`config.mk`:
```
export PLATFORM = sky130hd
export DESIGN_NAME = adc_conv_seq
export DESIGN_NICKNAME = d
export VERILOG_FILES = /design/src/rtl/adc_seq_pkg.sv /design/src/rtl/adc_trig_sync.sv /design/src/rtl/adc_prescaler.sv /design/src/rtl/adc_sar_core.sv /design/src/rtl/adc_conv_seq.sv
export SDC_FILE = /design/constraint.sdc
export NUM_CORES = 1
export LEC_CHECK = 0
export ABC_CLOCK_PERIOD_IN_PS = 2100
export BUFFER_PORTS_ARGS = -buffer_cell sky130_fd_sc_hd__buf_2
export CORE_ASPECT_RATIO = 2
export CORE_UTILIZATION = 55
export CTS_CLUSTER_DIAMETER = 30
export DETAILED_ROUTE_END_ITERATION = 7
export PLACE_DENSITY = 0.76
export SETUP_SLACK_MARGIN = 0.2
export SYNTH_ARGS = -nofsm -noshare
export SYNTH_HDL_FRONTEND = slang
export SYNTH_SLANG_ARGS = --single-unit
```
`constraint.sdc`:
```
create_clock -name clk -period 2.1 [get_ports clk]
set_input_delay 0.105 -clock clk [delete_from_list [all_inputs] [get_ports clk]]
set_output_delay 0.105 -clock clk [all_outputs]
set_load 0.02 [all_outputs]
```
`src/rtl/adc_seq_pkg.sv`:
```
package adc_seq_pkg;
  localparam int SH_CYC     = 2;
  localparam int FIRST_STEP = 3;

  typedef enum logic {
    SEQ_IDLE = 1'b0,
    SEQ_CONV = 1'b1
  } seq_state_t;
endpackage

```
`src/rtl/adc_trig_sync.sv`:
```
module adc_trig_sync (
  input  logic clk,
  input  logic rst_n,
  input  logic trig_in,
  input  logic auto_en,
  output logic fire
);
  logic s1_q, s2_q, s3_q, fire_q;
  logic fire_d;

  // edge detect on synchronized level
  always_comb fire_d = auto_en & s2_q & ~s3_q;

  always_ff @(posedge clk or negedge rst_n) begin
    if (!rst_n) begin
      s1_q   <= 1'b0;
      s2_q   <= 1'b0;
      s3_q   <= 1'b0;
      fire_q <= 1'b0;
    end else begin
      s1_q   <= trig_in;
      s2_q   <= s1_q;
      s3_q   <= s2_q;
      fire_q <= fire_d;
    end
  end

  assign fire = fire_q;
endmodule

```
`src/rtl/adc_prescaler.sv`:
```
module adc_prescaler #(
  parameter int SEL_W = 3,
  localparam int CNT_W = (1 << SEL_W) - 1
) (
  input  logic             clk,
  input  logic             rst_n,
  input  logic             run,
  input  logic             restart,
  input  logic [SEL_W-1:0] sel,
  output logic             tick
);
  logic [CNT_W-1:0] cnt_q, cnt_d, limit;
  logic             at_limit;

  always_comb begin
    if (sel == '0) limit = CNT_W'(1);
    else           limit = (CNT_W'(1) << sel) - CNT_W'(1);
  end

  always_comb begin
    at_limit = (cnt_q == limit);
    tick     = run & ~restart & at_limit;
    if (!run || restart || at_limit) cnt_d = '0;
    else                             cnt_d = cnt_q + CNT_W'(1);
  end

  always_ff @(posedge clk or negedge rst_n) begin
    if (!rst_n) cnt_q <= '0;
    else        cnt_q <= cnt_d;
  end
endmodule

```
`src/rtl/adc_sar_core.sv`:
```
module adc_sar_core
  import adc_seq_pkg::*;
#(
  parameter int RES_W = 10
) (
  input  logic             clk,
  input  logic             rst_n,
  input  logic             tick,
  input  logic             go,
  input  logic             free_run,
  input  logic             cmp_in,
  output logic             busy,
  output logic             sh_evt,
  output logic             step_evt,
  output logic             done_evt,
  output logic [RES_W-1:0] result,
  output logic [RES_W-1:0] trial
);
  localparam int LAST_STEP = FIRST_STEP + RES_W - 1;
  localparam int CONV_CYC  = LAST_STEP + 1;
  localparam int CYC_W     = $clog2(CONV_CYC + 1);
  localparam logic [RES_W-1:0] MSB_MASK = {1'b1, {(RES_W-1){1'b0}}};

  seq_state_t       st_q, st_d;
  logic [CYC_W-1:0] cyc_q, cyc_d, cyc_nx;
  logic [RES_W-1:0] sar_q, sar_d, mask_q, mask_d, res_q, res_d;

  always_comb begin
    st_d     = st_q;
    cyc_d    = cyc_q;
    sar_d    = sar_q;
    mask_d   = mask_q;
    res_d    = res_q;
    sh_evt   = 1'b0;
    step_evt = 1'b0;
    done_evt = 1'b0;
    cyc_nx   = cyc_q + CYC_W'(1);
    if (st_q == SEQ_IDLE) begin
      if (go) begin
        st_d   = SEQ_CONV;
        cyc_d  = '0;
        sar_d  = '0;
        mask_d = MSB_MASK;
      end
    end else if (tick) begin
      cyc_d = cyc_nx;
      if (cyc_nx == CYC_W'(SH_CYC)) sh_evt = 1'b1;
      if (cyc_nx >= CYC_W'(FIRST_STEP) && cyc_nx <= CYC_W'(LAST_STEP)) begin
        step_evt = 1'b1;
        if (cmp_in) sar_d = sar_q | mask_q;
        mask_d = mask_q >> 1;
      end
      if (cyc_nx == CYC_W'(CONV_CYC)) begin
        done_evt = 1'b1;
        res_d    = sar_q;
        cyc_d    = '0;
        if (free_run) begin
          sar_d  = '0;
          mask_d = MSB_MASK;
        end else begin
          st_d = SEQ_IDLE;
        end
      end
    end
  end

  always_ff @(posedge clk or negedge rst_n) begin
    if (!rst_n) begin
      st_q   <= SEQ_IDLE;
      cyc_q  <= '0;
      sar_q  <= '0;
      mask_q <= '0;
      res_q  <= '0;
    end else begin
      st_q   <= st_d;
      cyc_q  <= cyc_d;
      sar_q  <= sar_d;
      mask_q <= mask_d;
      res_q  <= res_d;
    end
  end

  assign busy   = (st_q == SEQ_CONV);
  assign result = res_q;
  assign trial  = sar_q | mask_q;
endmodule

```
`src/rtl/adc_conv_seq.sv`:
```
module adc_conv_seq #(
  parameter int RES_W  = 10,
  parameter int REG_W  = 8,
  parameter int SEL_W  = 3,
  parameter int CHAN_W = 4,
  parameter int REF_W  = 2
) (
  input  logic              clk,
  input  logic              rst_n,
  input  logic [SEL_W-1:0]  prescale_sel,
  input  logic              start_req,
  input  logic              auto_en,
  input  logic              free_run,
  input  logic              trig_in,
  input  logic              flag_clr,
  input  logic              align_left,
  input  logic [CHAN_W-1:0] chan_sel,
  input  logic [REF_W-1:0]  ref_sel,
  input  logic              cmp_in,
  output logic              busy,
  output logic              sh_strobe,
  output logic              step_strobe,
  output logic [RES_W-1:0]  dac_code,
  output logic              done_flag,
  output logic [REG_W-1:0]  res_hi,
  output logic [REG_W-1:0]  res_lo,
  output logic [CHAN_W-1:0] chan_q,
  output logic [REF_W-1:0]  ref_q
);
  localparam int FULL_W = 2 * REG_W;
  localparam int PAD_W  = FULL_W - RES_W;

  logic rs1_q, rs2_q, rst_int_n;
  logic fire, go, tick, core_busy;
  logic sh_evt, step_evt, done_evt;
  logic [RES_W-1:0]  result;
  logic [FULL_W-1:0] right_v, left_v, view_v;
  logic              flag_q, flag_d, sh_q, step_q;
  logic [CHAN_W-1:0] chan_r, chan_d;
  logic [REF_W-1:0]  ref_r, ref_d;

  // reset: asserted at once, released on clock
  always_ff @(posedge clk or negedge rst_n) begin
    if (!rst_n) begin
      rs1_q <= 1'b0;
      rs2_q <= 1'b0;
    end else begin
      rs1_q <= 1'b1;
      rs2_q <= rs1_q;
    end
  end
  assign rst_int_n = rs2_q;

  adc_trig_sync u_trig (
    .clk(clk), .rst_n(rst_int_n), .trig_in(trig_in),
    .auto_en(auto_en), .fire(fire)
  );

  assign go = ~core_busy & (start_req | fire);

  adc_prescaler #(.SEL_W(SEL_W)) u_presc (
    .clk(clk), .rst_n(rst_int_n), .run(core_busy),
    .restart(go), .sel(prescale_sel), .tick(tick)
  );

  adc_sar_core #(.RES_W(RES_W)) u_core (
    .clk(clk), .rst_n(rst_int_n), .tick(tick), .go(go),
    .free_run(free_run), .cmp_in(cmp_in), .busy(core_busy),
    .sh_evt(sh_evt), .step_evt(step_evt), .done_evt(done_evt),
    .result(result), .trial(dac_code)
  );

  always_comb begin
    flag_d = flag_q;
    if (flag_clr) flag_d = 1'b0;
    if (done_evt) flag_d = 1'b1;
    chan_d = sh_evt ? chan_sel : chan_r;
    ref_d  = sh_evt ? ref_sel  : ref_r;
  end

  always_ff @(posedge clk or negedge rst_int_n) begin
    if (!rst_int_n) begin
      flag_q <= 1'b0;
      sh_q   <= 1'b0;
      step_q <= 1'b0;
      chan_r <= '0;
      ref_r  <= '0;
    end else begin
      flag_q <= flag_d;
      sh_q   <= sh_evt;
      step_q <= step_evt;
      chan_r <= chan_d;
      ref_r  <= ref_d;
    end
  end

  always_comb begin
    right_v = FULL_W'(result);
    left_v  = FULL_W'(result) << PAD_W;
    view_v  = align_left ? left_v : right_v;
  end

  assign busy        = core_busy;
  assign sh_strobe   = sh_q;
  assign step_strobe = step_q;
  assign done_flag   = flag_q;
  assign res_hi      = view_v[FULL_W-1:REG_W];
  assign res_lo      = view_v[REG_W-1:0];
  assign chan_q      = chan_r;
  assign ref_q       = ref_r;
endmodule

```
# Yosys cells after proc, flatten, opt, wreduce, memory -nomap -nowiden
# Index checks and enable logic that the tools add are counted.
# totals
ff_bits	57
input_bits	18
# op_classes
addsub	3
magnitude_cmp	2
n_reduce_logical	9
bitwise	10
shift	1
n_mux	36
n_eq_ne	4
# op_table
cell	n
10-bit two-way mux	13
1-bit two-way mux	16
16-bit two-way mux	1
4-bit two-way mux	4
7-bit two-way mux	2
10-bit bitwise OR	1
7-bit by 1-bit adder with 7-bit output (second input constant)	1
7-bit == test	1
1-bit by 3-bit left shift with 7-bit output (first input constant)	1
7-bit by 2-bit subtractor with 7-bit output (second input constant)	1
1-bit AND	5
4-bit by 1-bit adder with 4-bit output (second input constant)	1
4-bit by 2-bit == test with 1-bit output (second input constant)	1
4-bit == test (second input constant)	1
4-bit by 2-bit >= comparator with 1-bit output (second input constant)	1
4-bit less-or-equal comparator (second input constant)	1
2-bit nonzero test	2
3-bit logical NOT	1
1-bit NOT	3
3-bit AND reduction	1
1-bit logical OR	2
2-bit inequality test (second input constant)	1
2-bit AND reduction	1
1-bit logical AND	1
other kinds (2)	2

# Logic depth before layout (Yosys ltp)
# Gate-level depths: netlist of run 1.
# depth
word_depth	8
mapped_depth	8
depth_no_buf	7

# Modules after synthesis
# A second synthesis of run 1 with hierarchy kept.
# unflattened
hier_cells	231
hier_area_um2	2841.5
# by_module_without_submodules
module	n_inst	area_each_um2	cells_per_inst
adc_sar_core	1	1711.6	138
adc_conv_seq	1	556.8	41
adc_prescaler	1	464.2	47
adc_trig_sync	1	108.9	5

# Worst setup path before layout of run 1
# OpenSTA, ideal clock, no wires.
# synth_timing
kind	reg-to-reg
startpoint	register u_core.cyc_q[0]
endpoint	register u_core.mask_q[0]
t_arrival_ns	1.984
period_less_slack_ns	2.050
path_buffers	0
setup_slack_ns	0.050
t_required_ns	2.033
path_stages_with_launch	7
cell_sequence	dfrtp_1 ha_1 nor3b_1 a2111oi_1 nor2_1 a211oi_4 a22o_1
# synth_via
elab_chain_cells	8
word_cells_on_any_way	10
# synth_rtl
element	line_no	rtl
start: declaration	adc_sar_core.sv:25	logic [CYC_W-1:0] cyc_q, cyc_d, cyc_nx;
start signal: assignment	adc_sar_core.sv:76	cyc_q <= cyc_d;
4-bit by 1-bit adder with 4-bit output *	adc_sar_core.sv:37	cyc_nx = cyc_q + CYC_W'(1);
4-bit by 2-bit >= comparator with 1-bit output or 4-bit less-or-equal comparator (tied branches)	adc_sar_core.sv:48	if (cyc_nx >= CYC_W'(FIRST_STEP) && cyc_nx <= CYC_W'(LAST_STEP)) begin
1-bit logical AND	adc_sar_core.sv:48	
10-bit two-way mux	adc_sar_core.sv:48	
10-bit two-way mux	adc_sar_core.sv:57	if (free_run) begin
10-bit two-way mux *	adc_sar_core.sv:53	if (cyc_nx == CYC_W'(CONV_CYC)) begin
10-bit two-way mux *	adc_sar_core.sv:45	end else if (tick) begin
10-bit two-way mux *	adc_sar_core.sv:38	if (st_q == SEQ_IDLE) begin
end signal: assignment	adc_sar_core.sv:78	mask_q <= mask_d;
end: declaration	adc_sar_core.sv:26	logic [RES_W-1:0] sar_q, sar_d, mask_q, mask_d, res_q, res_d;
# Mark *: on every way between the ends. The rest lies on a longest branch, timed or not. The select of a mux whose other input is x is not followed.
# A chain may end at the register's enable or synchronous reset.

# Worst setup path after layout of run 1
# layout_timing
startpoint	register u_core.cyc_q[0]
endpoint	register chan_r[2], in the netlist chan_q[2]
# layout_via
elab_chain_cells	5
# layout_rtl
element	line_no	rtl
4-bit by 1-bit adder with 4-bit output	adc_sar_core.sv:37	
4-bit by 2-bit == test with 1-bit output	adc_sar_core.sv:47	if (cyc_nx == CYC_W'(SH_CYC)) sh_evt = 1'b1;
1-bit two-way mux	adc_sar_core.sv:47	
1-bit two-way mux	adc_sar_core.sv:45	
1-bit two-way mux	adc_sar_core.sv:38	
end signal: assignment	adc_conv_seq.sv:92	chan_r <= chan_d;
end: declaration	adc_conv_seq.sv:39	logic [CHAN_W-1:0] chan_r, chan_d;
# Every way passes these cells.

==> metrics.yaml, run 1 <==
wl_met1_um: 2620
ys_seq_elements: 57
ant_nets: 0
path_buf_inv: 2
routedWlPerCell_um: 19.5
post-route-period-util_pct: 93.9
port_buffers: 53
cts.sinks: 57
drc: 0
vias: 2533
die_h_um: 104
highest-signal-layer: "met4"
worstMarginPinSlew_ns: 0.541
overflow: 0
finalWorstSetupSlack_ns: 0.129
clockBufferDepth: 2
cp_cell_sequence: "buf_6 > a21o_1 > a211oi_1 > a21oi_1 > nand3b_1 > buf_4 > mux2_2"
grt_use_total_pct: 30.8
path_clk_slew_ns: 0.06
yosys-top-cells-area: "dfrtp_1, mux2_2, a211oi_1"
grt_pass1_wl_um: 12000
reg2reg_from: "u_core.cyc_q[0]"
yosys_warnings: 0
post_dp_cell_area_sq_um: 3270
die-area_sq_um: 5470
dp_hpwl_um: 4750
path_class: "register to register"
synthFlopType: "dfrtp_1"
syn-cell-area_sq_um: 2840
yosysUniqueCellTypes: 53
synthCells: 257
yosysTopAreaCellShare_pct: 50.2
place_congestion: 0.863
grt_pass1_vias: 2523
synth_edf_count: 0
drtPass1Iterations: 4
crit_cells: 7
htree_levels: 3
holdPathStages: 3
slew-limit-headroom_pct: 63.9
cts_buffers: 9
setup_viol: 0
startpoint: "u_core.cyc_q[0]"
arrival_ns: 2.20
n_antenna_cell: 0
synth_nets: 280
vdd.ir_drop.worst_v: 0.000891
vias_per_cell: 6.19
run_status: "complete, no violations"
placed_cells_incl_taps: 370
antenna_found_initial: 0
synthArstFlopShare_pct: 100
drive_gt1_share_pct: 50.0
reg2regPathDepth: 7
endpoint_kind: "register"
p_leak_nw: 1.90
nets: 370
ios: 54
crit_family: "compound AO/OA/AOI/OAI gates"
syn_area_per_cell_sq_um: 11.1
startpoint_type: "register"
clock_skew_ns: 0.00934
hp-class: "input pin to register"
core_area_sq_um: 4910
drv_cap: 0
cts_tree: "built"
grt_max_degree: 35
crit_path_end: "chan_q[2]"
wl_met3_um: 439
area_growth_syn_to_layout_pct: 40.3
cpPeakStageDelay_ns: 0.45
power_per_cell_area_nw_per_um2: 1210
die_x_um: 52.8
pre_cts_slack_ns: -0.118
r2r-end: "chan_q[2]"
yosysSeqAreaShare_pct: 50.2
crit_slowest_cell: "dfrtp_2"
period_minus_slack_ns: 1.97
clkLatencyLatePin_ns: 0.34
final_cell_mix: "buf_2, dfrtp_1, buf_4, mux2_2, nand3_1"
cp_max_fo: 5
yosys.area.top_type: "dfrtp_1"
row_count: 36
drtIter0Drc: 100
maxSlewViolCount: 0
stdcell_count: 409
wl_um: 7980
final_cell_area_sq_um: 3990
fmax_ghz: 0.507
finalHoldViolCount: 0
p_total_mw: 4.81
grt_setup_unrepaired: "yes"
start_util_pct: 57.8
root_buffer: "clkbuf_8"
final_common_cell: "buf_2"
required_ns: 2.32
r2r_setup_slack_ns: 0.13
dr_wl_met2_um: 4460
[where the power goes]
part,leakage [nW],switching (mW),internal (mW)
sequential,0.744,0.276,1.32
combinational,1.03,1.04,0.887
clock,0.127,0.437,0.855
total,1.90,1.75,3.06
[synthesized netlist by cell type (all sizes together), types with 4 or more instances]
| master | n |
|---|---|
| buf | 9 |
| a211oi | 12 |
| clkbuf | 5 |
| and3 | 4 |
| or2 | 11 |
| nor2b | 8 |
| nand2 | 7 |
| dfrtp | 57 |
| o211ai | 5 |
| o21a | 11 |
| ha | 5 |
| nor3 | 4 |
| mux2 | 21 |
| and2 | 7 |
| a22o | 9 |
| nand3 | 16 |
| nor2 | 14 |
| xnor2 | 5 |
| o21ai | 8 |
| inv | 8 |
[routing by layer]
metal,vias up,global-route usage (%)
met1,1253,30.9
met4,0,18.2
li1,1116,-
met3,43,7.49
met2,121,53.5
met5,-,0
[registers in the layout, summed over array words and instances, names as in the netlist, 2 cells and up]
signal / count
u_core.mask_q: 10
u_core.result: 10
u_core.sar_q: 10
u_presc.cnt_q: 7
chan_q: 4
u_core.cyc_q: 4
ref_q: 2
[worst min path at each step]
stage,start,endpoint,slack [ns]
floorplan,rst_n,rs1_q,-0.19
global placement,rst_n,rs1_q,-0.11
detailed placement,rst_n,rs1_q,-0.11
CTS,auto_en,u_trig.fire,0.0006
global route,ref_sel[1],ref_q[1],-0.000002
finish,auto_en,u_trig.fire,0.01
[what timing repair did]
item | 4_1_cts | 5_1_grt
endpoints found under the setup margin | 38 | 40
hold buffers | 8 | 0
endpoints found under the hold margin | 9 | 0
resized for setup | 32 | 23
setup buffers | 9 | 4
pin swaps | 13 | 19
cloned | 1 | 1
[cell families after synthesis]
logic type | count (synthesis) | share of synthesized area (%)
AOI/OAI and AO/OA | 64 | 18.2
xor gates and xnor gates | 6 | 1.85
adders and majority gates | 5 | 2.20
buffers and inverters | 23 | 3.57
DFF | 57 | 50.2
muxes | 21 | 8.33
other | 1 | 0.132
and+or+nand+nor | 80 | 15.6
[through the flow]
step                util, %  setup TNS [ns]  hold slack, ns
CTS                    78.2               0        0.000585
detailed placement     66.6           -1.26          -0.108
floorplan                 -               0          -0.191
global placement       66.6          -0.341          -0.110
finish                 81.2               0          0.0142
global route           81.2               0     -0.00000247
[worst register-to-register path: stages, from the launching register on]
cell and delay (ns):
dfrtp_2 0.45, buf_6 0.14, a21o_1 0.22, a211oi_1 0.28, a21oi_1 0.12, nand3b_1 0.20, buf_4 0.18, mux2_2 0.27
[layout make-up]
class	instances	area [sq um]
clock buffers	12	155
clock inverters	4	98.8
fillers	288	925
inverters	9	37.5
multi-input cells	178	1560
flip-flops and latches	57	1430
well taps	57	71.3
repair buffers	92	631
Power figures use the tool's default switching activity.
==> run 2, diff against run 1 <==
--- a/config.mk
+++ b/config.mk
@@ -13,4 +13,5 @@
 export DETAILED_ROUTE_END_ITERATION = 7
 export PLACE_DENSITY = 0.76
+export RECOVER_POWER = 50
 export SETUP_SLACK_MARGIN = 0.2
 export SYNTH_ARGS = -nofsm -noshare
==> constraint.sdc (replaced) <==
create_clock -name clk -period 2.1 [get_ports clk]
set_input_delay 0.105 -clock clk [delete_from_list [all_inputs] [get_ports clk]]
set_output_delay 0.105 -clock clk [all_outputs]
set_load 0.05 [all_outputs]
==> run 2 against run 1 <==
Net effect:
- global-route usage unchanged
- flip-flop and latch count unchanged
- cell area decreased by 0.82%
- largest cell class unchanged
- setup slack got worse by 0.00055 ns
- via count decreased by 0.71%
- critical path type unchanged
- non-clock buffer count unchanged
- sequential power about the same
==> metrics.yaml, run 2 (synthesis results as in run 1) <==
dp_hpwl_um: 4750  # unchanged
grt_setup_unrepaired: "yes"
holdWs_ns: 0.0133  # -0.000818 ns
pwr-share-clk_pct: 25.6  # -1.3 points
hp-class: "input pin to register"
comb_power_share_pct: 42.8  # +2.8 points
fmax_ghz: 0.507  # about the same
clkLatencyLatePin_ns: 0.34  # about the same
drtPass1Iterations: 4  # unchanged
path_class: "register to register"
reg2regPathDepth: 7  # unchanged
power_frac_seq_pct: 31.6  # -1.6 points
n_antenna_cell: 0  # unchanged
port_buffers: 53  # unchanged
grt_pass1_vias: 2523  # unchanged
p_int_mw: 3.05  # -0.29%
drv_cap: 0  # unchanged
final_cell_mix: "dfrtp_1, buf_2, buf_4, mux2_2, nand3_1"
die_h_um: 104  # unchanged
die-area_sq_um: 5470  # unchanged
start_util_pct: 57.8  # unchanged
period_minus_slack_ns: 1.97  # +0.000548 ns
wl_um: 7980  # about the same
finalHoldViolCount: 0  # unchanged
arrival_ns: 2.20  # about the same
grtUsageMet2_pct: 53.5  # unchanged
required_ns: 2.32  # about the same
grt_use_total_pct: 30.8  # unchanged
fin_util_pct: 80.5  # -0.66 points
clockBufferDepth: 2  # unchanged
htree_levels: 3  # unchanged
routedWlPerCell_um: 19.5  # about the same
crit_path_end: "chan_q[2]"
drive_gt1_share_pct: 46.0  # -4.0 points
final_common_cell: "dfrtp_1"
row_count: 36  # unchanged
grt_pass1_wl_um: 12000  # unchanged
vdd.ir_drop.worst_v: 0.00105  # +17%
met3_usage_pct: 7.49  # unchanged
maxSlewViolCount: 0  # unchanged
slew-limit-headroom_pct: 40.5  # -23 points
stdcell_count: 409  # unchanged
cts_tree: "built"
core_area_sq_um: 4910  # unchanged
r2r-end: "chan_q[2]"
grt_use_met1_pct: 30.9  # unchanged
run_status: "complete, no violations"
cts_buffers: 9  # unchanged
busiest_layer: "met2"
overflow: 0  # unchanged
multi_input_area_sq_um: 1560  # unchanged
setup_tns_ns: 0  # unchanged
post_dp_cell_area_sq_um: 3270  # unchanged
startpoint: "u_core.cyc_q[0]"
worstMarginPinSlew_ns: 0.893  # +0.352 ns
num-fill-cells: 295  # +2.4%
grt_max_degree: 35  # unchanged
antenna_found_initial: 0  # unchanged
setup_viol: 0  # unchanged
area_growth_syn_to_layout_pct: 39.2
final_cell_area_sq_um: 3950  # -0.82%
drtIter0Drc: 100  # unchanged
vias_per_cell: 6.15  # -0.71%
reg2reg_from: "u_core.cyc_q[0]"
post-route-period-util_pct: 93.9  # about the same
nets: 370  # unchanged
switching_power_mw: 1.99  # +14%
drc: 0  # unchanged
place_congestion: 0.863  # unchanged
clock_skew_ns: 0.00945  # +0.000106 ns
switching_share_pct: 39.5  # +3.1 points
ant_nets: 0  # unchanged
holdPathStages: 3  # unchanged
pre_cts_slack_ns: -0.118  # unchanged
placed_cells_incl_taps: 370  # unchanged
endpoint_kind: "register"
cp_max_fo: 5  # unchanged
seq_area_sq_um: 1430  # about the same
ios: 54  # unchanged
finalWorstSetupSlack_ns: 0.128  # -0.000548 ns
path_clk_slew_ns: 0.06  # about the same
power_per_cell_area_nw_per_um2: 1280  # +5.8%
p_leak_nw: 1.84  # -3.1%
vias: 2515  # -0.71%
cts.sinks: 57  # unchanged
r2r_setup_slack_ns: 0.13  # about the same
startpoint_type: "register"
root_buffer: "clkbuf_8"
p_total_mw: 5.05  # +4.9%
die_x_um: 52.8  # unchanged
-- run 2: changes by cell type in the layout (fill, tap and decap cells not counted), sizes merged --
cell and delta:
buf -14, clkbuf +14
-- run 2: worst min-delay path by stage --
stage | from | to | slack (ns)
6_report | auto_en | u_trig.fire | 0.01
5_1_grt | ref_sel[1] | ref_q[1] | -0.000002
4_1_cts | auto_en | u_trig.fire | 0.0006
3_5_place_dp | rst_n | rs1_q | -0.11
3_3_place_gp | rst_n | rs1_q | -0.11
2_1_floorplan | rst_n | rs1_q | -0.19
-- run 2: worst max-delay path: stages (launching register included) --
cell      delay, ns
dfrtp_2        0.45
buf_6          0.13
a21o_1         0.22
a211oi_1       0.28
a21oi_1        0.12
nand3b_1       0.20
buf_4          0.18
mux2_2         0.27
-- run 2: final cells by class --
| class | count | area share, % |
|---|---|---|
| flip-flops and latches | 57 | 36.2 |
| inverters | 9 | 0.950 |
| clock inverters | 4 | 2.50 |
| clock buffers | 12 | 3.93 |
| well taps | 57 | 1.80 |
| multi-input cells | 178 | 39.4 |
| repair buffers | 92 | 15.2 |
-- run 2: timing repair --
| action | 4_1_cts | 5_1_grt |
|---|---|---|
| pin swaps | 13 | 19 |
| setup buffers | 9 | 4 |
| hold buffers | 8 | 0 |
| hold endpoints to repair | 9 | 0 |
| setup endpoints to repair | 38 | 40 |
| resized for setup | 32 | 23 |
| gates cloned | 1 | 1 |
-- run 2: metal layers --
layer	routed length, um	part of all wire [%]	vias up
met5	0	0	-
met4	435	5.5	0
met3	431	5.4	41
met2	4500	56	111
met1	2620	33	1249
li1	-	-	1114
-- run 2: power groups by stage --
| stage | clock [mW] | combinational, mW | sequential (mW) |
|---|---|---|---|
| finish | 1.29 | 2.16 | 1.60 |
| floorplan | 0 | 1.16 | 1.57 |
| global route | 1.36 | 2.28 | 1.62 |
| detailed placement | 0 | 1.63 | 1.57 |
| CTS | 1.30 | 1.94 | 1.56 |
| global placement | 0 | 1.60 | 1.56 |
==> run 3, diff against run 2 <==
Settings changed: GPL_TIMING_DRIVEN set to 0, SLEW_MARGIN set to 20.
==> run 3 against run 2 <==
Net effect:
- clock power hardly changed
- setup slack worse by 0.14 ns
- combinational power increased by 5%
- via count grew 2.1%
- critical endpoint is now u_core.mask_q[7]
- die area stayed put
- cell area increased by 1.6%
- power is 2.1% higher
- fmax shrank 6.6%
- final cell count is 1.2% higher
- flip-flop and latch count is the same
- the flow now finishes with violations (negative setup slack)
- sequential share of layout area is 0.55 points lower
- clock skew shrank 0.00096 ns
==> metrics.yaml, run 3 (synthesis results as in run 1) <==
final_cell_area_sq_um: 4010  # +1.6%
overflow: 0  # unchanged
finalWorstSetupSlack_ns: -0.0103  # -0.138 ns
grt_setup_unrepaired: "yes"
endpoint_kind: "register"
place_congestion: 0.860  # -0.26%
root_buffer: "clkbuf_8"
die_h_um: 104  # unchanged
cts_buffers: 9  # unchanged
maxSlewViolCount: 0  # unchanged
cts.sinks: 57  # unchanged
port_buffers: 50  # -5.7%
crit_slowest_cell: "dfrtp_2"
startpoint_type: "register"
antenna_found_initial: 0  # unchanged
p_leak_nw: 1.86  # +1.1%
cts_tree: "built"
worstMarginPinSlew_ns: 1.19  # +0.294 ns
area_growth_syn_to_layout_pct: 41.3
vdd.ir_drop.worst_v: 0.00116  # +11%
ant_nets: 0  # unchanged
cp_max_fo: 7  # +2
grt_use_total_pct: 30.0  # -0.75 points
nets: 376  # +1.6%
final_cell_mix: "dfrtp_1, buf_2, mux2_2, buf_4"
cp_cell_sequence: "ha_4 > nor2_1 > o221ai_2 > buf_4 > or2_4 > o221ai_4 > a22o_1"
holdWs_ns: 0.0895  # +0.0761 ns
wl_um: 8450  # +5.8%
ios: 54  # unchanged
clock_skew_ns: 0.00848  # -0.000962 ns
path_buf_inv: 1  # -1
arrival_ns: 2.39  # +0.19 ns
final_common_cell: "dfrtp_1"
power_per_cell_area_nw_per_um2: 1280  # +0.50%
drtIter0Drc: 138  # +38%
drtPass1Iterations: 4  # unchanged
violations: "negative setup slack"
post-route-period-util_pct: 100  # +6.6 points
cpPeakStageDelay_ns: 0.47  # +0.02 ns
grt_pass1_vias: 2402  # -4.8%
vias_per_cell: 6.21  # +0.91%
drc: 0  # unchanged
routedWlPerCell_um: 20.4  # +4.6%
grt_pass1_wl_um: 11800  # -1.5%
vias: 2569  # +2.1%
core_area_sq_um: 4910  # unchanged
htree_levels: 3  # unchanged
crit_family: "compound AO/OA/AOI/OAI gates"
post_dp_cell_area_sq_um: 3170  # -2.9%
p_total_mw: 5.15  # +2.1%
slew-limit-headroom_pct: 20.8  # -20 points
finalHoldViolCount: 0  # unchanged
grt_max_degree: 56  # +60%
drv_cap: 0  # unchanged
hp-class: "input pin to register"
run_status: "complete, but fails checks"
die-area_sq_um: 5470  # unchanged
setup_viol: 3  # +3
required_ns: 2.38  # +0.06 ns
row_count: 36  # unchanged
clockBufferDepth: 2  # unchanged
drive_gt1_share_pct: 45.7  # -0.36 points
pre_cts_slack_ns: -0.250  # -0.133 ns
path_class: "register to register"
dp_hpwl_um: 4540  # -4.5%
fmax_ghz: 0.474  # -6.6%
n_antenna_cell: 0  # unchanged
clkLatencyLatePin_ns: 0.34  # about the same
path_clk_slew_ns: 0.07  # about the same
start_util_pct: 57.8  # unchanged
die_x_um: 52.8  # unchanged
period_minus_slack_ns: 2.11  # +0.138 ns
num-fill-cells: 282  # -4.4%
run 3: worst paths after layout:
kind	cells after the start	endpoint	slack [ns]	from
setup / recovery	7	u_core.mask_q[7]	-0.01	u_core.cyc_q[1]
hold / removal	2	u_core.busy	0.09	free_run
setup reg to reg	7	u_core.mask_q[7]	-0.01	u_core.cyc_q[1]
hold reg to reg	0	u_trig.s3_q	0.36	u_trig.s2_q
max in group asynchronous	0	u_core.cyc_q[0]	0.77	rs2_q
min in group asynchronous	2	rs1_q	0.10	rst_n
run 3: power by group:
part / switching, mW / internal [mW]
logic: 1.35 / 0.917
registers: 0.305 / 1.32
clock network: 0.446 / 0.814
run 3: routing by layer:
metal	track usage, %	share of wire [%]
met1	30.9	34
met2	52.4	57
met3	7.49	5.0
met4	15.6	4.4
met5	0	0
run 3: area by class of cell:
class	count	area (sq um)	area share [%]
well taps	57	71.3	1.78
repair buffers	84	531	13.2
flip-flops and latches	57	1430	35.7
multi-input cells	178	1600	39.9
clock buffers	10	138	3.43
plain buffers	14	101	2.52
clock inverters	5	104	2.59
inverters	9	33.8	0.842
run 3: stage by stage:
step	setup TNS, ns	utilization (%)	std cells
6_report	-0.0183	81.8	414
5_1_grt	-0.267	81.8	414
4_1_cts	0	78.5	403
3_5_place_dp	-3.50	64.6	364
3_3_place_gp	-12.69	64.6	364
2_1_floorplan	0	-	257
run 3: repair_timing:
action / CTS / global route
endpoints found under the setup margin: 42 / 42
pin swaps: 13 / 15
hold buffers: 10 / 0
hold endpoints to repair: 11 / 0
resized for setup: 48 / 25
gates cloned: 1 / 1
buffers inserted: 13 / 10
